## src/rtl/ctl_load_pkg.sv

```systemverilog
package ctl_load_pkg;

    localparam int CR_COUNT       = 16;
    localparam int CR_WIDTH       = 32;
    localparam int ADDR_WIDTH     = 32;
    localparam int IDX_W          = $clog2(CR_COUNT);
    localparam int BYTES_PER_WORD = CR_WIDTH / 8;
    localparam int ALIGN_BITS     = $clog2(BYTES_PER_WORD);

    typedef enum logic [1:0] {
        ST_IDLE = 2'd0,
        ST_REQ  = 2'd1,
        ST_WAIT = 2'd2
    } seq_state_e;

    typedef struct packed {
        logic [IDX_W-1:0]      idx;
        logic [ADDR_WIDTH-1:0] addr;
        logic [IDX_W-1:0]      left;
    } cursor_t;

    function automatic logic word_aligned(input logic [ADDR_WIDTH-1:0] a);
        return a[ALIGN_BITS-1:0] == '0;
    endfunction

    function automatic logic [IDX_W-1:0] span_minus_one(
        input logic [IDX_W-1:0] lo, input logic [IDX_W-1:0] hi);
        return hi - lo;
    endfunction

endpackage

```

## src/rtl/ctl_load_cursor.sv

```systemverilog
module ctl_load_cursor
    import ctl_load_pkg::*;
(
    input  logic                  clk,
    input  logic                  rst,
    input  logic                  launch,
    input  logic                  advance,
    input  logic [IDX_W-1:0]      first_idx,
    input  logic [IDX_W-1:0]      last_idx,
    input  logic [ADDR_WIDTH-1:0] base_addr,
    output cursor_t               cur,
    output logic                  is_last
);

    always_ff @(posedge clk) begin
        if (rst) begin
            cur <= '0;
        end else if (launch) begin
            cur.idx  <= first_idx;
            cur.addr <= base_addr;
            cur.left <= span_minus_one(first_idx, last_idx);
        end else if (advance) begin
            cur.idx  <= cur.idx + 1'b1;
            cur.addr <= cur.addr + ADDR_WIDTH'(BYTES_PER_WORD);
            cur.left <= cur.left - 1'b1;
        end
    end

    assign is_last = (cur.left == '0);

endmodule

```

## src/rtl/ctl_load_fsm.sv

```systemverilog
module ctl_load_fsm
    import ctl_load_pkg::*;
(
    input  logic clk,
    input  logic rst,
    input  logic start,
    input  logic aligned,
    input  logic req_ready,
    input  logic rsp_valid,
    input  logic is_last,
    output logic launch,
    output logic advance,
    output logic wr_en,
    output logic req_valid,
    output logic busy,
    output logic done,
    output logic spec_err
);

    seq_state_e state, state_nx;

    always_comb begin
        state_nx  = state;
        launch    = 1'b0;
        advance   = 1'b0;
        wr_en     = 1'b0;
        req_valid = 1'b0;
        unique case (state)
            ST_IDLE: begin
                if (start && aligned) begin
                    launch   = 1'b1;
                    state_nx = ST_REQ;
                end
            end
            ST_REQ: begin
                req_valid = 1'b1;
                if (req_ready) state_nx = ST_WAIT;
            end
            ST_WAIT: begin
                if (rsp_valid) begin
                    wr_en = 1'b1;
                    if (is_last) begin
                        state_nx = ST_IDLE;
                    end else begin
                        advance  = 1'b1;
                        state_nx = ST_REQ;
                    end
                end
            end
            default: state_nx = ST_IDLE;
        endcase
    end

    always_ff @(posedge clk) begin
        if (rst) begin
            state    <= ST_IDLE;
            done     <= 1'b0;
            spec_err <= 1'b0;
        end else begin
            state    <= state_nx;
            done     <= wr_en && is_last;
            spec_err <= (state == ST_IDLE) && start && !aligned;
        end
    end

    assign busy = (state != ST_IDLE);

endmodule

```

## src/rtl/ctl_reg_bank.sv

```systemverilog
module ctl_reg_bank
    import ctl_load_pkg::*;
(
    input  logic                         clk,
    input  logic                         rst,
    input  logic                         wr_en,
    input  logic [IDX_W-1:0]             wr_idx,
    input  logic [CR_WIDTH-1:0]          wr_data,
    output logic [CR_COUNT*CR_WIDTH-1:0] regs_flat
);

    for (genvar g = 0; g < CR_COUNT; g++) begin : g_cr
        logic [CR_WIDTH-1:0] q;
        always_ff @(posedge clk) begin
            if (rst)                                        q <= '0;
            else if (wr_en && (wr_idx == IDX_W'(g)))        q <= wr_data;
        end
        assign regs_flat[g*CR_WIDTH +: CR_WIDTH] = q;
    end

endmodule

```

## src/rtl/ctl_bank_loader.sv

```systemverilog
module ctl_bank_loader
    import ctl_load_pkg::*;
(
    input  logic                         clk,
    input  logic                         rst,
    input  logic                         start,
    input  logic [IDX_W-1:0]             first_idx,
    input  logic [IDX_W-1:0]             last_idx,
    input  logic [ADDR_WIDTH-1:0]        opnd_addr,
    output logic                         mem_req_valid,
    input  logic                         mem_req_ready,
    output logic [ADDR_WIDTH-1:0]        mem_req_addr,
    input  logic                         mem_rsp_valid,
    input  logic [CR_WIDTH-1:0]          mem_rsp_data,
    output logic                         busy,
    output logic                         done,
    output logic                         spec_err,
    output logic [CR_COUNT*CR_WIDTH-1:0] cregs_o
);

    logic    launch, advance, wr_en, is_last;
    cursor_t cur;

    ctl_load_fsm u_fsm (
        .clk       (clk),
        .rst       (rst),
        .start     (start),
        .aligned   (word_aligned(opnd_addr)),
        .req_ready (mem_req_ready),
        .rsp_valid (mem_rsp_valid),
        .is_last   (is_last),
        .launch    (launch),
        .advance   (advance),
        .wr_en     (wr_en),
        .req_valid (mem_req_valid),
        .busy      (busy),
        .done      (done),
        .spec_err  (spec_err)
    );

    ctl_load_cursor u_cursor (
        .clk       (clk),
        .rst       (rst),
        .launch    (launch),
        .advance   (advance),
        .first_idx (first_idx),
        .last_idx  (last_idx),
        .base_addr (opnd_addr),
        .cur       (cur),
        .is_last   (is_last)
    );

    ctl_reg_bank u_bank (
        .clk       (clk),
        .rst       (rst),
        .wr_en     (wr_en),
        .wr_idx    (cur.idx),
        .wr_data   (mem_rsp_data),
        .regs_flat (cregs_o)
    );

    assign mem_req_addr = cur.addr;

endmodule

```

## config.mk

```make
export PLATFORM = sky130hd
export DESIGN_NAME = ctl_bank_loader
export DESIGN_NICKNAME = d
export VERILOG_FILES = /design/src/rtl/ctl_load_pkg.sv /design/src/rtl/ctl_load_cursor.sv /design/src/rtl/ctl_load_fsm.sv /design/src/rtl/ctl_reg_bank.sv /design/src/rtl/ctl_bank_loader.sv
export SDC_FILE = /design/constraint.sdc
export NUM_CORES = 1
export LEC_CHECK = 0
export BUFFER_PORTS_ARGS = -buffer_cell sky130_fd_sc_hd__clkbuf_2
export CAP_MARGIN = 20
export CORE_AREA = 3 3 243 245
export DETAILED_ROUTE_END_ITERATION = 7
export DIE_AREA = 0 0 246 248
export GPL_TIMING_DRIVEN = 0
export PLACE_DENSITY = 0.62
export SETUP_SLACK_MARGIN = 0.4
export SLEW_MARGIN = 20
export SYNTH_ARGS = -nofsm -noshare
export SYNTH_HDL_FRONTEND = slang
export SYNTH_HIERARCHICAL = 1
export SYNTH_SLANG_ARGS = --single-unit
```

## constraint.sdc

```tcl
create_clock -name clk -period 7 [get_ports clk]
set_input_delay 1.05 -clock clk [delete_from_list [all_inputs] [get_ports clk]]
set_output_delay 1.05 -clock clk [all_outputs]
set_load 0.01 [all_outputs]
```

After elaboration in Yosys (flattened, before gate mapping)
Index checks and enable logic that the tools add are counted.

Equal/unequal tests: 20. Add/subtract/negate cells: 4. Multiplexer cells: 15. Reduce and logical (&&, ||, !) cells: 28.

Operator list (count): $mux W40 (2); $add A32 B3 Y32 const B (1); $eq A4 B4 Y1 const B (8); $logic_and A1 B1 Y1 (20); $eq A4 B3 Y1 const B (4); $mux W1 (9); $eq A4 B2 Y1 const B (2); $logic_not A4 Y1 (2); $mux W2 (3); $pmux W2 S3 (1); $add A4 B1 Y4 const B (1); $eq A4 B1 Y1 const B (1); $logic_not A2 Y1 (2); $ne A2 B2 Y1 const B (2); $reduce_bool A2 Y1 (2); $sub A4 B1 Y4 const B (1); $sub A4 B4 Y4 (1); $reduce_and A3 Y1 (1); $eq A2 B1 Y1 const B (1); $eq A2 B2 Y1 const B (1); $ne A2 B1 Y1 const B (1); $logic_not A1 Y1 (1).

Output and inout port bits: 548. Flip-flop bits (word level): 556. Input port bits: 77. Word-level logic and storage cells: 89.

Logic depth before layout (Yosys ltp)
Depth in word-level cells: 6. Depth in mapped cells: 11. Depth with buffers taken out: 9.

Hierarchy
Netlist, hierarchy kept.

Modules (own cells, without submodules): ctl_reg_bank (cells an instance 1772, sequential area each 10249.8 µm², area each 19776.5 µm², instances 1); ctl_load_cursor (cells an instance 287, sequential area each 800.8 µm², area each 2338.5 µm², instances 1); ctl_load_fsm (cells an instance 19, sequential area each 80.1 µm², area each 186.4 µm², instances 1); ctl_bank_loader (cells an instance 1, sequential area each 0.0 µm², area each 3.8 µm², instances 1).

Least setup slack after synthesis
OpenSTA, ideal clock, no wires.

Path kind: input -> register. Start point: input port mem_rsp_valid. End point: register, netlist name u_cursor/cur[25]. Library setup time: 0.091 ns. Arrival time: 2.805 ns. Path slack: 4.104 ns. Stages: 7. Required time: 6.909 ns. Cell sequence: nand4bb_1 inv_1 buf_2 nand3_2 or4_1 or4_1 a311oi_1.

Cells in the longest elaborated chain, start to end: 3.

Ends and longest elaborated chain: start, declared (line ctl_bank_loader.sv:13) `input logic mem_rsp_valid,`; $mux W1 (line ctl_load_fsm.sv:40) `if (rsp_valid) begin`; $mux W1 (line ctl_load_fsm.sv:28) `unique case (state)`; named net advance (line ctl_bank_loader.sv:21) `logic launch, advance, wr_en, is_last;`; $reduce_bool A2 Y1 (no line).

The timed path passes the listed nets, and every way through them passes these cells. A chain may end at the register's enable or synchronous reset.

Worst setup path after layout
Start point: register, netlist name u_cursor/cur[0]. End point: register, netlist name u_cursor/cur[25].

Cells in the longest elaborated chain, start to end: 5.

Ends and longest elaborated chain: $logic_not A4 Y1 (line ctl_load_cursor.sv:29) `assign is_last = (cur.left == '0);`; named net is_last (line ctl_bank_loader.sv:21); $mux W1 (line ctl_load_fsm.sv:42) `if (is_last) begin`; $mux W1 (line ctl_load_fsm.sv:40); $mux W1 (line ctl_load_fsm.sv:28); named net advance (line ctl_bank_loader.sv:21); $reduce_bool A2 Y1 (no line).

The timed path passes the listed nets, and every way through them passes these cells.

==> key figures <==
Clock network
  – Clock root buffer: clkbuf_16
  – Hold Buf Count CTS: 0
  – Clock slew seen by the registers of the worst setup and hold paths: 0.07 ns
  – CTS resizes: 0
  – Worst-Skew Late Latency: 0.62 ns
  – Clk buf depth: 3
  – H-tree depth: 2
  – Postcts setup bufs: 0
  – CTS Buf Count: 59
  – TritonCTS Sinks: 556
  – TritonCTS clock tree: done

Timing
  – Fmax: 324 MHz
  – RSZ-0062 raised after global routing: false
  – Minimum clock period: 3.09 ns
  – Setup TNS: 0 ns
  – Worst Tran Pin Value: 0.967 ns
  – Final setup fails: 0
  – Min Hold Slack: 0.474 ns
  – Max Slew Vio Count: 0
  – Fin. Hold Viols: 0
  – Layout Skew: 0.0187 ns
  – Fin crit share: 0.441
  – Slew margin rel.: 0.356

Floorplan
  – Die X: 246 µm
  – Initial core utilization: 0.389
  – IO Pins: 625
  – Cell row count: 88
  – Core box area: 57400 µm²
  – Die ar.: 61000 µm²
  – DIE HEIGHT: 248 µm

Synthesis
  – Post-synth cell types: 49
  – Share of the synthesized area in the top cell type: 0.499
  – Post-synth EDFFs: 0
  – Ys flop type: dfxtp_1
  – Synth area leaders: dfxtp_1 50%, mux2i_1 23%, nand2b_1 15%, clkbuf_1 1.9%, buf_2 1.3%
  – Synthesis-stage register bit count: 556
  – Ys Warns: 6
  – Syn_area_per_cell: 10.7 µm²
  – Synth async-reset ratio: 0
  – Synth area leader: dfxtp_1
  – Synthesized instance count: 2079
  – Post-synthesis cell area: 22300 µm²
  – Post-Syn Nets: 2163
  – Post-synthesis sequential area ratio: 0.499

Setup path
  – RR Endpoint: u_cursor/cur[25]
  – Reg-to-reg setup timing slack: 3.91 ns
  – R2R cell count: 10
  – CP Capture Type: flop
  – Crit Path Class: flop to flop
  – CP Launch Type: flop
  – Crit path max fanout: 10
  – Worst path required time: 7.53 ns
  – Critical R2R Launch: u_cursor/cur[0]
  – Crit path arrival time: 3.61 ns

Flow run
  – Max-cap violation count: 0

Placed design
  – Post-DP HPWL: 63.5 mm
  – GP Congestion: 0.916
  – Port bufs: 624

Power
  – P_leak: 14.8 nW
  – Switching power: 1.55 mW
  – Internal cell power: 5.21 mW
  – Worst vdd ir: 0.000179 V
  – Power density over the cells: 238 nW/µm²
  – Total power: 6.76 mW
  – Comb power frac: 0.047
  – Switching share of power: 0.229
  – Clock power frac: 0.481
  – Flop pwr share: 0.473

Route
  – Routed Wire Length: 84.0 mm
  – Routed Antenna Nets: 0
  – Vias per inst: 4.93
  – DR iter-0 viols: 985
  – Drc violations: 0
  – DR WL/cell: 23.5 µm
  – First-pass iteration count of the detailed router: 7
  – Vias: 17600

Finish
  – Commonest non-fill, non-tap cell in the layout: clkbuf_2
  – Commonest cells after routing, fill and taps aside: 625 x clkbuf_2, 556 x dfxtp_1, 544 x nand2b_1
  – Layout cells sized above 1: 0.290
  – Final net count: 2848
  – Synth-to-layout area growth: 27.4%

Min path
  – WHS Endpoint: u_bank/g_cr[2].q[9]
  – Hold path startpoint: u_bank/g_cr[2].q[9]
  – Worst Hold Class: flop to flop
  – Hold depth: 2

Global route
  – Vias in the first global route: 17900
  – Gr ovfl total: 0
  – First-pass GRT wire length: 120 mm
  – GRT Resource Usage Total: 0.263
  – Antenna violations before repair: 4
  – Largest net degree at the start of global routing: 16

Status
  – Status: complete, no violations
-- metrics by stage --
step / instances / worst slack (ns) / util / area (µm²)
after global placement: 3468 / 3.39 / 0.460 / 26400
after CTS: 3575 / 3.93 / 0.495 / 28400
final: 3579 / 3.91 / 0.496 / 28400
after global routing: 3576 / 3.73 / 0.495 / 28400
after detailed placement: 3468 / 3.51 / 0.460 / 26400
after floorplan: 2079 / 4.10 / - / 22300
-- cell usage after synthesis (all sizes together), types with 2 or more instances --
library cell / instances
xnor2: 17
o21ai: 5
a21oi: 12
or2: 3
a211oi: 17
nand3b: 2
dfxtp: 556
or3: 8
nor3b: 7
and3b: 2
nand4bb: 2
nor4b: 3
clkbuf: 112
o31ai: 6
nor3: 4
and4: 2
a311oi: 11
nand4: 11
a2111oi: 3
nor4: 11
buf: 87
inv: 16
ha: 6
nand3: 13
xor2: 5
mux2i: 516
nand2b: 544
nand2: 38
or3b: 2
o211ai: 2
nor2: 32
or4: 11
nor2b: 5
-- power by group through the flow --
stage               clock, mW  sequential [mW]  combinational [mW]
floorplan                   0             3.27               0.165
global placement            0             3.26               0.311
detailed placement          0             3.26               0.314
CTS                      3.31             3.19               0.316
global route             3.43             3.19               0.333
finish                   3.25             3.19               0.315
-- sequential cells by signal, summed over array words and instances, names as in the netlist --
register,cells
u_cursor/cur,40
u_fsm/done,1
u_fsm/state,2
u_fsm/spec_err,1
u_bank/g_cr.q,512
-- worst max path at each step --
stage / start / endpoint / cells after the start
finish: u_cursor/cur[0] / u_cursor/cur[25] / 10
global route: u_cursor/cur[0] / u_cursor/cur[25] / 10
CTS: u_cursor/cur[0] / u_cursor/cur[25] / 10
detailed placement: rst / u_bank/g_cr[6].q[1] / 6
global placement: rst / u_bank/g_cr[3].q[15] / 6
floorplan: mem_rsp_valid / u_cursor/cur[25] / 7
-- routing by layer --
layer / share of wire / GRT usage / vias up
met2: 0.49 / 0.457 / 597
met3: 0.081 / 0.0797 / 127
met4: 0.029 / 0.0801 / 0
li1: - / - / 8283
met5: 0 / 0 / -
met1: 0.40 / 0.313 / 8631
-- worst max-delay path, cell delays in order, from the launching register on --
cell and delay (ns):
dfxtp_1 0.37, inv_1 0.06, ha_1 0.21, nor3b_1 0.15, nand4bb_1 0.21, inv_1 0.13, buf_2 0.26, nand3_2 0.21
or4_1 0.66, or4_1 0.50, a311oi_1 0.24
-- area by class of cell --
type	instances	area [µm²]
inverter	16	60.1
buffer	199	932
multi-input combinational	1308	10200
clock inverter	19	230
timing repair buffer	624	3120
fill	5410	28900
antenna	4	10.0
sequential	556	11100
tap	765	957
clock buffer	88	1800
-- kinds of logic (layout without fill, tap and decap cells) --
logic type	count (synthesis)	in the layout	synth area share
compound gates	59	59	0.0187
mux	516	516	0.232
buf+inv	215	946	0.0444
other cells	0	4	0
fa+ha+maj	7	7	0.00426
xor+xnor	22	22	0.00864
flops	556	556	0.499
simple gates	704	704	0.193
Note: power is estimated with default switching activity, not from simulation.
